**src/rtl/tscap_pkg.sv**
```systemverilog
package tscap_pkg;

    typedef enum logic {
        SLOT_ARMED = 1'b0,
        SLOT_HELD  = 1'b1
    } slot_state_t;

    localparam int unsigned REG_CFG     = 0;
    localparam int unsigned REG_STATUS  = 1;
    localparam int unsigned REG_TS_BASE = 2;

endpackage

```
**src/rtl/tscap_edge_detect.sv**
```systemverilog
module tscap_edge_detect #(
    parameter int unsigned SYNC_STAGES = 2
) (
    input  logic clk,
    input  logic rst_n,
    input  logic pin,
    input  logic use_sync,
    output logic rise
);
    logic [SYNC_STAGES:0] pipe_q;
    logic                 sel;
    logic                 prev_q;

    always_ff @(posedge clk or negedge rst_n) begin
        if (!rst_n) begin
            pipe_q[0] <= 1'b0;
        end else begin
            pipe_q[0] <= pin;
        end
    end

    for (genvar s = 1; s <= SYNC_STAGES; s++) begin : g_sync
        always_ff @(posedge clk or negedge rst_n) begin
            if (!rst_n) begin
                pipe_q[s] <= 1'b0;
            end else begin
                pipe_q[s] <= pipe_q[s-1];
            end
        end
    end

    // direct path uses the first sampling register, synced path the last
    assign sel = use_sync ? pipe_q[SYNC_STAGES] : pipe_q[0];

    always_ff @(posedge clk or negedge rst_n) begin
        if (!rst_n) begin
            prev_q <= 1'b0;
        end else begin
            prev_q <= sel;
        end
    end

    assign rise = sel & ~prev_q;

    // an event lasts exactly one cycle
    p_rise_single_r11: assert property (@(posedge clk) disable iff (!rst_n)
        rise |=> !rise);

endmodule

```
**src/rtl/tscap_slot.sv**
```systemverilog
module tscap_slot
    import tscap_pkg::*;
#(
    parameter int unsigned TS_W = 64
) (
    input  logic            clk,
    input  logic            rst_n,
    input  logic            rise,
    input  logic            hold_first,
    input  logic            clr_req,
    input  logic [TS_W-1:0] time_now,
    output logic            held,
    output logic [TS_W-1:0] stamp
);
    slot_state_t state_q;
    slot_state_t state_nxt;
    logic        take;

    always_ff @(posedge clk or negedge rst_n) begin
        if (!rst_n) begin
            state_q <= SLOT_ARMED;
        end else begin
            state_q <= state_nxt;
        end
    end

    always_comb begin
        state_nxt = state_q;
        take      = 1'b0;
        unique case (state_q)
            SLOT_ARMED: begin
                if (rise) begin
                    state_nxt = SLOT_HELD;
                    take      = 1'b1;
                end
            end
            SLOT_HELD: begin
                if (rise && !hold_first) begin
                    take = 1'b1;
                end else if (clr_req) begin
                    state_nxt = SLOT_ARMED;
                end
            end
            default: begin
                state_nxt = SLOT_ARMED;
            end
        endcase
    end

    always_ff @(posedge clk or negedge rst_n) begin
        if (!rst_n) begin
            stamp <= '0;
        end else if (take) begin
            stamp <= time_now;
        end
    end

    assign held = (state_q == SLOT_HELD);

    // an edge in the armed state captures the current time
    p_arm_capture_r3: assert property (@(posedge clk) disable iff (!rst_n)
        (state_q == SLOT_ARMED && rise) |=> (held && stamp == $past(time_now)));

    // hold mode freezes a held timestamp
    p_hold_freeze_r6: assert property (@(posedge clk) disable iff (!rst_n)
        (state_q == SLOT_HELD && hold_first) |=> (stamp == $past(stamp)));

    // without hold mode a held channel is overwritten and stays held
    p_overwrite_r7: assert property (@(posedge clk) disable iff (!rst_n)
        (state_q == SLOT_HELD && rise && !hold_first) |=> (held && stamp == $past(time_now)));

    // acknowledge re-arms unless an accepted edge arrives together
    p_clear_rearm_r5: assert property (@(posedge clk) disable iff (!rst_n)
        (state_q == SLOT_HELD && clr_req && (hold_first || !rise)) |=> !held);

endmodule

```
**src/rtl/tscap_regs.sv**
```systemverilog
module tscap_regs
    import tscap_pkg::*;
#(
    parameter int unsigned N_CH      = 2,
    parameter int unsigned DATA_W    = 32,
    parameter int unsigned ADDR_W    = 3,
    parameter int unsigned HOLD_LSB  = 6,
    parameter int unsigned ASYNC_LSB = 16
) (
    input  logic                             clk,
    input  logic                             rst_n,
    input  logic                             bus_wr,
    input  logic                             bus_rd,
    input  logic [ADDR_W-1:0]                bus_addr,
    input  logic [DATA_W-1:0]                bus_wdata,
    input  logic [N_CH-1:0]                  held,
    input  logic [N_CH-1:0][2*DATA_W-1:0]    stamps,
    output logic [N_CH-1:0]                  hold_en,
    output logic [N_CH-1:0]                  async_en,
    output logic [N_CH-1:0]                  clr_req,
    output logic [DATA_W-1:0]                bus_rdata
);
    localparam logic [ADDR_W-1:0] A_CFG    = ADDR_W'(REG_CFG);
    localparam logic [ADDR_W-1:0] A_STATUS = ADDR_W'(REG_STATUS);
    localparam logic [DATA_W-1:0] CFG_MASK =
        (((DATA_W'(1) << N_CH) - DATA_W'(1)) << HOLD_LSB) |
        (((DATA_W'(1) << N_CH) - DATA_W'(1)) << ASYNC_LSB);

    logic [N_CH-1:0]   hold_q;
    logic [N_CH-1:0]   async_q;
    logic [DATA_W-1:0] shadow_q [N_CH];
    logic [DATA_W-1:0] rd_mux;
    logic              wdata_unused;

    assign wdata_unused = ^bus_wdata;

    always_ff @(posedge clk or negedge rst_n) begin
        if (!rst_n) begin
            hold_q  <= '0;
            async_q <= '0;
        end else if (bus_wr && bus_addr == A_CFG) begin
            hold_q  <= bus_wdata[HOLD_LSB +: N_CH];
            async_q <= bus_wdata[ASYNC_LSB +: N_CH];
        end
    end

    assign hold_en  = hold_q;
    assign async_en = async_q;
    assign clr_req  = (bus_wr && bus_addr == A_STATUS) ? bus_wdata[N_CH-1:0] : '0;

    always_ff @(posedge clk or negedge rst_n) begin
        if (!rst_n) begin
            for (int c = 0; c < N_CH; c++) begin
                shadow_q[c] <= '0;
            end
        end else if (bus_rd) begin
            for (int c = 0; c < N_CH; c++) begin
                if (bus_addr == ADDR_W'(REG_TS_BASE + 2 * c)) begin
                    shadow_q[c] <= stamps[c][2*DATA_W-1:DATA_W];
                end
            end
        end
    end

    always_comb begin
        rd_mux = '0;
        if (bus_addr == A_CFG) begin
            rd_mux[HOLD_LSB +: N_CH]  = hold_q;
            rd_mux[ASYNC_LSB +: N_CH] = async_q;
        end else if (bus_addr == A_STATUS) begin
            rd_mux[N_CH-1:0] = held;
        end
        for (int c = 0; c < N_CH; c++) begin
            if (bus_addr == ADDR_W'(REG_TS_BASE + 2 * c)) begin
                rd_mux = stamps[c][DATA_W-1:0];
            end
            if (bus_addr == ADDR_W'(REG_TS_BASE + 2 * c + 1)) begin
                rd_mux = shadow_q[c];
            end
        end
    end

    always_ff @(posedge clk or negedge rst_n) begin
        if (!rst_n) begin
            bus_rdata <= '0;
        end else if (bus_rd) begin
            bus_rdata <= rd_mux;
        end
    end

    // read data only moves after a read strobe
    p_rdata_hold_r10: assert property (@(posedge clk) disable iff (!rst_n)
        !bus_rd |=> $stable(bus_rdata));

    // unused config bits always read back as zero
    p_cfg_reserved_r2: assert property (@(posedge clk) disable iff (!rst_n)
        (bus_rd && bus_addr == A_CFG) |=> ((bus_rdata & ~CFG_MASK) == '0));

endmodule

```
**src/rtl/ts_capture_unit.sv**
```systemverilog
module ts_capture_unit #(
    parameter int unsigned N_CH        = 2,
    parameter int unsigned DATA_W      = 32,
    parameter int unsigned ADDR_W      = 3,
    parameter int unsigned SYNC_STAGES = 2,
    parameter int unsigned HOLD_LSB    = 6,
    parameter int unsigned ASYNC_LSB   = 16
) (
    input  logic                 clk,
    input  logic                 rst_n,
    input  logic [2*DATA_W-1:0]  time_now,
    input  logic [N_CH-1:0]      ev_in,
    input  logic                 bus_wr,
    input  logic                 bus_rd,
    input  logic [ADDR_W-1:0]    bus_addr,
    input  logic [DATA_W-1:0]    bus_wdata,
    output logic [DATA_W-1:0]    bus_rdata
);
    localparam int unsigned TS_W = 2 * DATA_W;

    logic [N_CH-1:0]           hold_en;
    logic [N_CH-1:0]           async_en;
    logic [N_CH-1:0]           clr_req;
    logic [N_CH-1:0]           rise;
    logic [N_CH-1:0]           held;
    logic [N_CH-1:0][TS_W-1:0] stamps;

    for (genvar c = 0; c < N_CH; c++) begin : g_ch
        tscap_edge_detect #(
            .SYNC_STAGES(SYNC_STAGES)
        ) i_edge (
            .clk     (clk),
            .rst_n   (rst_n),
            .pin     (ev_in[c]),
            .use_sync(async_en[c]),
            .rise    (rise[c])
        );

        tscap_slot #(
            .TS_W(TS_W)
        ) i_slot (
            .clk       (clk),
            .rst_n     (rst_n),
            .rise      (rise[c]),
            .hold_first(hold_en[c]),
            .clr_req   (clr_req[c]),
            .time_now  (time_now),
            .held      (held[c]),
            .stamp     (stamps[c])
        );
    end

    tscap_regs #(
        .N_CH     (N_CH),
        .DATA_W   (DATA_W),
        .ADDR_W   (ADDR_W),
        .HOLD_LSB (HOLD_LSB),
        .ASYNC_LSB(ASYNC_LSB)
    ) i_regs (
        .clk      (clk),
        .rst_n    (rst_n),
        .bus_wr   (bus_wr),
        .bus_rd   (bus_rd),
        .bus_addr (bus_addr),
        .bus_wdata(bus_wdata),
        .held     (held),
        .stamps   (stamps),
        .hold_en  (hold_en),
        .async_en (async_en),
        .clr_req  (clr_req),
        .bus_rdata(bus_rdata)
    );

endmodule

```
**config.mk**
```make
export PLATFORM = sky130hd
export DESIGN_NAME = ts_capture_unit
export DESIGN_NICKNAME = d
export VERILOG_FILES = /design/src/rtl/tscap_pkg.sv /design/src/rtl/tscap_edge_detect.sv /design/src/rtl/tscap_slot.sv /design/src/rtl/tscap_regs.sv /design/src/rtl/ts_capture_unit.sv
export SDC_FILE = /design/constraint.sdc
export NUM_CORES = 1
export LEC_CHECK = 0
export ABC_AREA = 1
export BUFFER_PORTS_ARGS = -buffer_cell sky130_fd_sc_hd__buf_2
export CELL_PAD_IN_SITES_DETAIL_PLACEMENT = 1
export CELL_PAD_IN_SITES_GLOBAL_PLACEMENT = 2
export CORE_MARGIN = 2
export CORE_UTILIZATION = 30
export DETAILED_ROUTE_END_ITERATION = 16
export PLACE_DENSITY = 0.7
export SLEW_MARGIN = 20
export SYNTH_ARGS = -nofsm -noshare
export SYNTH_HDL_FRONTEND = slang
export SYNTH_SLANG_ARGS = --single-unit
export TNS_END_PERCENT = 5
```
**constraint.sdc**
```tcl
create_clock -name clk -period 1.4 [get_ports clk]
set_input_delay 0.07 -clock clk [delete_from_list [all_inputs] [get_ports clk]]
set_output_delay 0.07 -clock clk [all_outputs]
set_load 0.01 [all_outputs]
```
==> results.cfg <==
[worst_setup_path]
r2r_start = i_regs.async_en[1]
regToRegSetupSlack_ps = 110
critical_path_class = flop to flop
cp_data_required_time_ps = 1800
setup.worst_path.end_class = flop
cp-startpoint = i_regs.async_en[1]
cp.arrival_ps = 1690
cp-start-kind = flop
r2r_end = g_ch[1].i_slot.stamp[9]
crit_fanout = 58
r2r_cells = 5

[timing]
hold_violations = 0
setup_viol = 0
clock_skew_ps = 8.423
finalCriticalPeriod_ps = 1289
slew_headroom_pct = 73.56
rsz0062_at_grt = false
worstMarginPinSlew_ps = 396.6
fmax_mhz = 775.6
fin_hold_ws_ps = 24.13
finalSetupTns_ps = 0
final_max_slew_viol_count = 0
period_share_pct = 92.09

[route]
top_layer = met4
firstDrtPassIters = 6
wl_met2_um = 13100
met3_length_um = 671
wl_per_cell_um = 15.90
vias_per_cell = 4.571
drt_iter0_markers = 337
antenna_left = 0
remaining_drc_errors = 0
vias = 7968
routed_wl_um = 27720
wl_met1_um = 13510

[synthesis]
avgSynthCellArea_um2 = 8.631
synth_top_cell_area_share_pct = 61.17
ys_ff_latch = 238
postSynthNetCount = 1233
ys_types = 18
syn-instance-count = 1128
ys_seq_area_share_pct = 61.17
yosys_warnings = 0
synth_top_area_cell = dfrtp_1
post_synth_instance_area_um2 = 9736
ys_top_cells_by_area = dfrtp_1 61%, nand2_1 12%, o21ai_0 8.3%, nor2_1 4.4%, inv_1 4.2%

[power_and_ir_drop]
switching_share_pct = 29.79
power_leakage_nw = 6.562
combinationalPowerShare_pct = 18.9
seqPwrFrac_pct = 47.6
clkPwrFrac_pct = 33.5
p_switching_mw = 6.798
powerDensity_nw_per_um2 = 1774
p_int_mw = 16.02
peakVddDrop_uv = 926.1

[cts]
cts_setup_buffers = 0
ctsHtreeMaxLevel = 1
clkTransAtPathRegs_ps = 60
cts_tree = yes
clockRootBuffer = clkbuf_16
cts_buffers = 28
cts_sinks = 238
cts.path.max_buffers = 3
clock_latency_ps = 530

[die]
dieWidth_um = 184.1
core-area_um2 = 31720
start_util_pct = 30.69
dieArea_um2 = 33910
core.rowCount = 65
io_pins = 137
die_y_um = 184.1

[placed_design]
numPortBuffers = 110
hpwl_um = 17100
gp_congestion = 0.7517

[min_path]
hp-class = primary input to async pin

[global_routing]
grt_max_degree = 59
antenna_found_initial = 0
grt_pass1_wl_um = 45770
grt_pass1_vias = 8458
overflow = 0
grt_usage_pct = 17.03

[cells_and_area]
synthToLayoutAreaGrowth_pct = 32.10
diodes = 0
drive_gt1_share_pct = 16.11
nNetsFinal = 1424

[flow_run]
maxCapViolCount = 0

[outcome]
outcome = finished, final reports clean
per-layer routing:
| layer | global-route usage, % | vias up |
|---|---|---|
| met5 | 0 | - |
| met4 | 3.136 | 0 |
| met3 | 2.134 | 34 |
| met2 | 29.10 | 104 |
| met1 | 23.41 | 3903 |
| li1 | - | 3927 |
cell families (layout without fill, tap and decap cells):
family | count (synthesis) | in the layout | share of synthesized area, %
compound gates | 208 | 208 | 10.69
flops | 238 | 238 | 61.17
mux | 4 | 4 | 0.4626
simple gates | 503 | 503 | 20.61
buf+inv | 175 | 388 | 7.056
worst max-delay path by stage:
stage                                     endpoint  slack (ps)  depth (start not counted)
after CTS                  g_ch[1].i_slot.stamp[9]          30                          5
after floorplan           g_ch[0].i_slot.stamp[27]         160                          6
after global routing      g_ch[0].i_slot.stamp[41]           7                          5
after detailed placement   g_ch[1].i_slot.stamp[9]          40                          5
after global placement         i_regs.bus_rdata[0]         100                          9
final                      g_ch[1].i_slot.stamp[9]         110                          5
what timing repair did:
item,4_1_cts,5_1_grt
hold buffers,76,0
hold endpoints to repair,378,0
gates resized for setup,0,4
endpoints found under the setup margin,0,58
power groups by stage:
stage | registers (mW) | logic, mW | clock network (mW)
after global placement | 10.9 | 4.06 | 0
after global routing | 11.2 | 5.12 | 8.17
after detailed placement | 11.0 | 4.22 | 0
final | 10.9 | 4.31 | 7.65
after CTS | 10.9 | 4.41 | 7.89
after floorplan | 10.7 | 2.72 | 0
Yosys cell counts:
cell	number
nor2_4	1
inv_2	2
buf_2	24
inv_1	110
nand4_1	5
clkbuf_1	36
buf_1	3
or2_2	2
dfrtp_1	238
o21ai_0	161
nor2_2	1
nor2_1	115
nor3_4	1
mux2_2	4
nand2_1	315
nand3_1	63
a21oi_1	45
o21ai_1	2
placed cells by master (no fill, tap or decap), types with 2 or more instances in the layout:
cell type,Yosys,layout
clkbuf_16,0,29
o21ai_2,0,2
nand2_1,315,311
clkinv_2,0,8
a21oi_1,45,43
or2_2,2,2
a21oi_2,0,2
nand2_4,0,2
clkbuf_8,0,3
clkinvlp_4,0,4
dfrtp_1,238,238
nand4_1,5,5
nand2_2,0,2
o21ai_0,161,161
buf_2,24,108
inv_1,110,110
buf_4,0,18
bufinv_16,0,4
nand3_1,63,63
mux2_2,4,4
nor2_4,1,2
dlygate4sd3_1,0,76
inv_2,2,2
nor2_1,115,115
clkbuf_1,36,3
buf_12,0,21
state kept, by name, summed over array words and instances (netlist names):
name and flops:
g_ch.i_edge.pipe_q 6, i_regs.shadow_q 64, i_regs.hold_en 2, i_regs.async_en 2, g_ch.i_slot.stamp 128, g_ch.i_slot.held 2, g_ch.i_edge.prev_q 2, i_regs.bus_rdata 32
through the flow:
stage / total power, mW / setup WS [ps] / area, um2 / utilization (%) / cells
global route: 24.51 / 6.774 / 12860 / 40.55 / 1743
floorplan: 13.40 / 155.7 / 9736 / - / 1128
detailed placement: 15.17 / 39.19 / 11110 / 35.02 / 1615
CTS: 23.18 / 30.57 / 12850 / 40.50 / 1743
global placement: 14.94 / 97.86 / 11110 / 35.02 / 1615
finish: 22.82 / 110.7 / 12860 / 40.55 / 1743
final cells by class:
type | instances | area (um2)
Fill cell | 3680 | 18860
Sequential cell | 238 | 5956
Multi-Input combinational cell | 715 | 3133
Timing Repair Buffer | 224 | 1872
Clock buffer | 35 | 778.2
Tap cell | 402 | 503.0
Inverter | 112 | 420.4
Clock inverter | 17 | 198.9
critical path, stage by stage (launching register included):
cell and delay [ps]:
dfrtp_1 430, o21ai_2 210, nand2_4 100, buf_12 200, nand2_1 90, o21ai_0 90
Note: power is estimated with default switching activity, not from simulation.
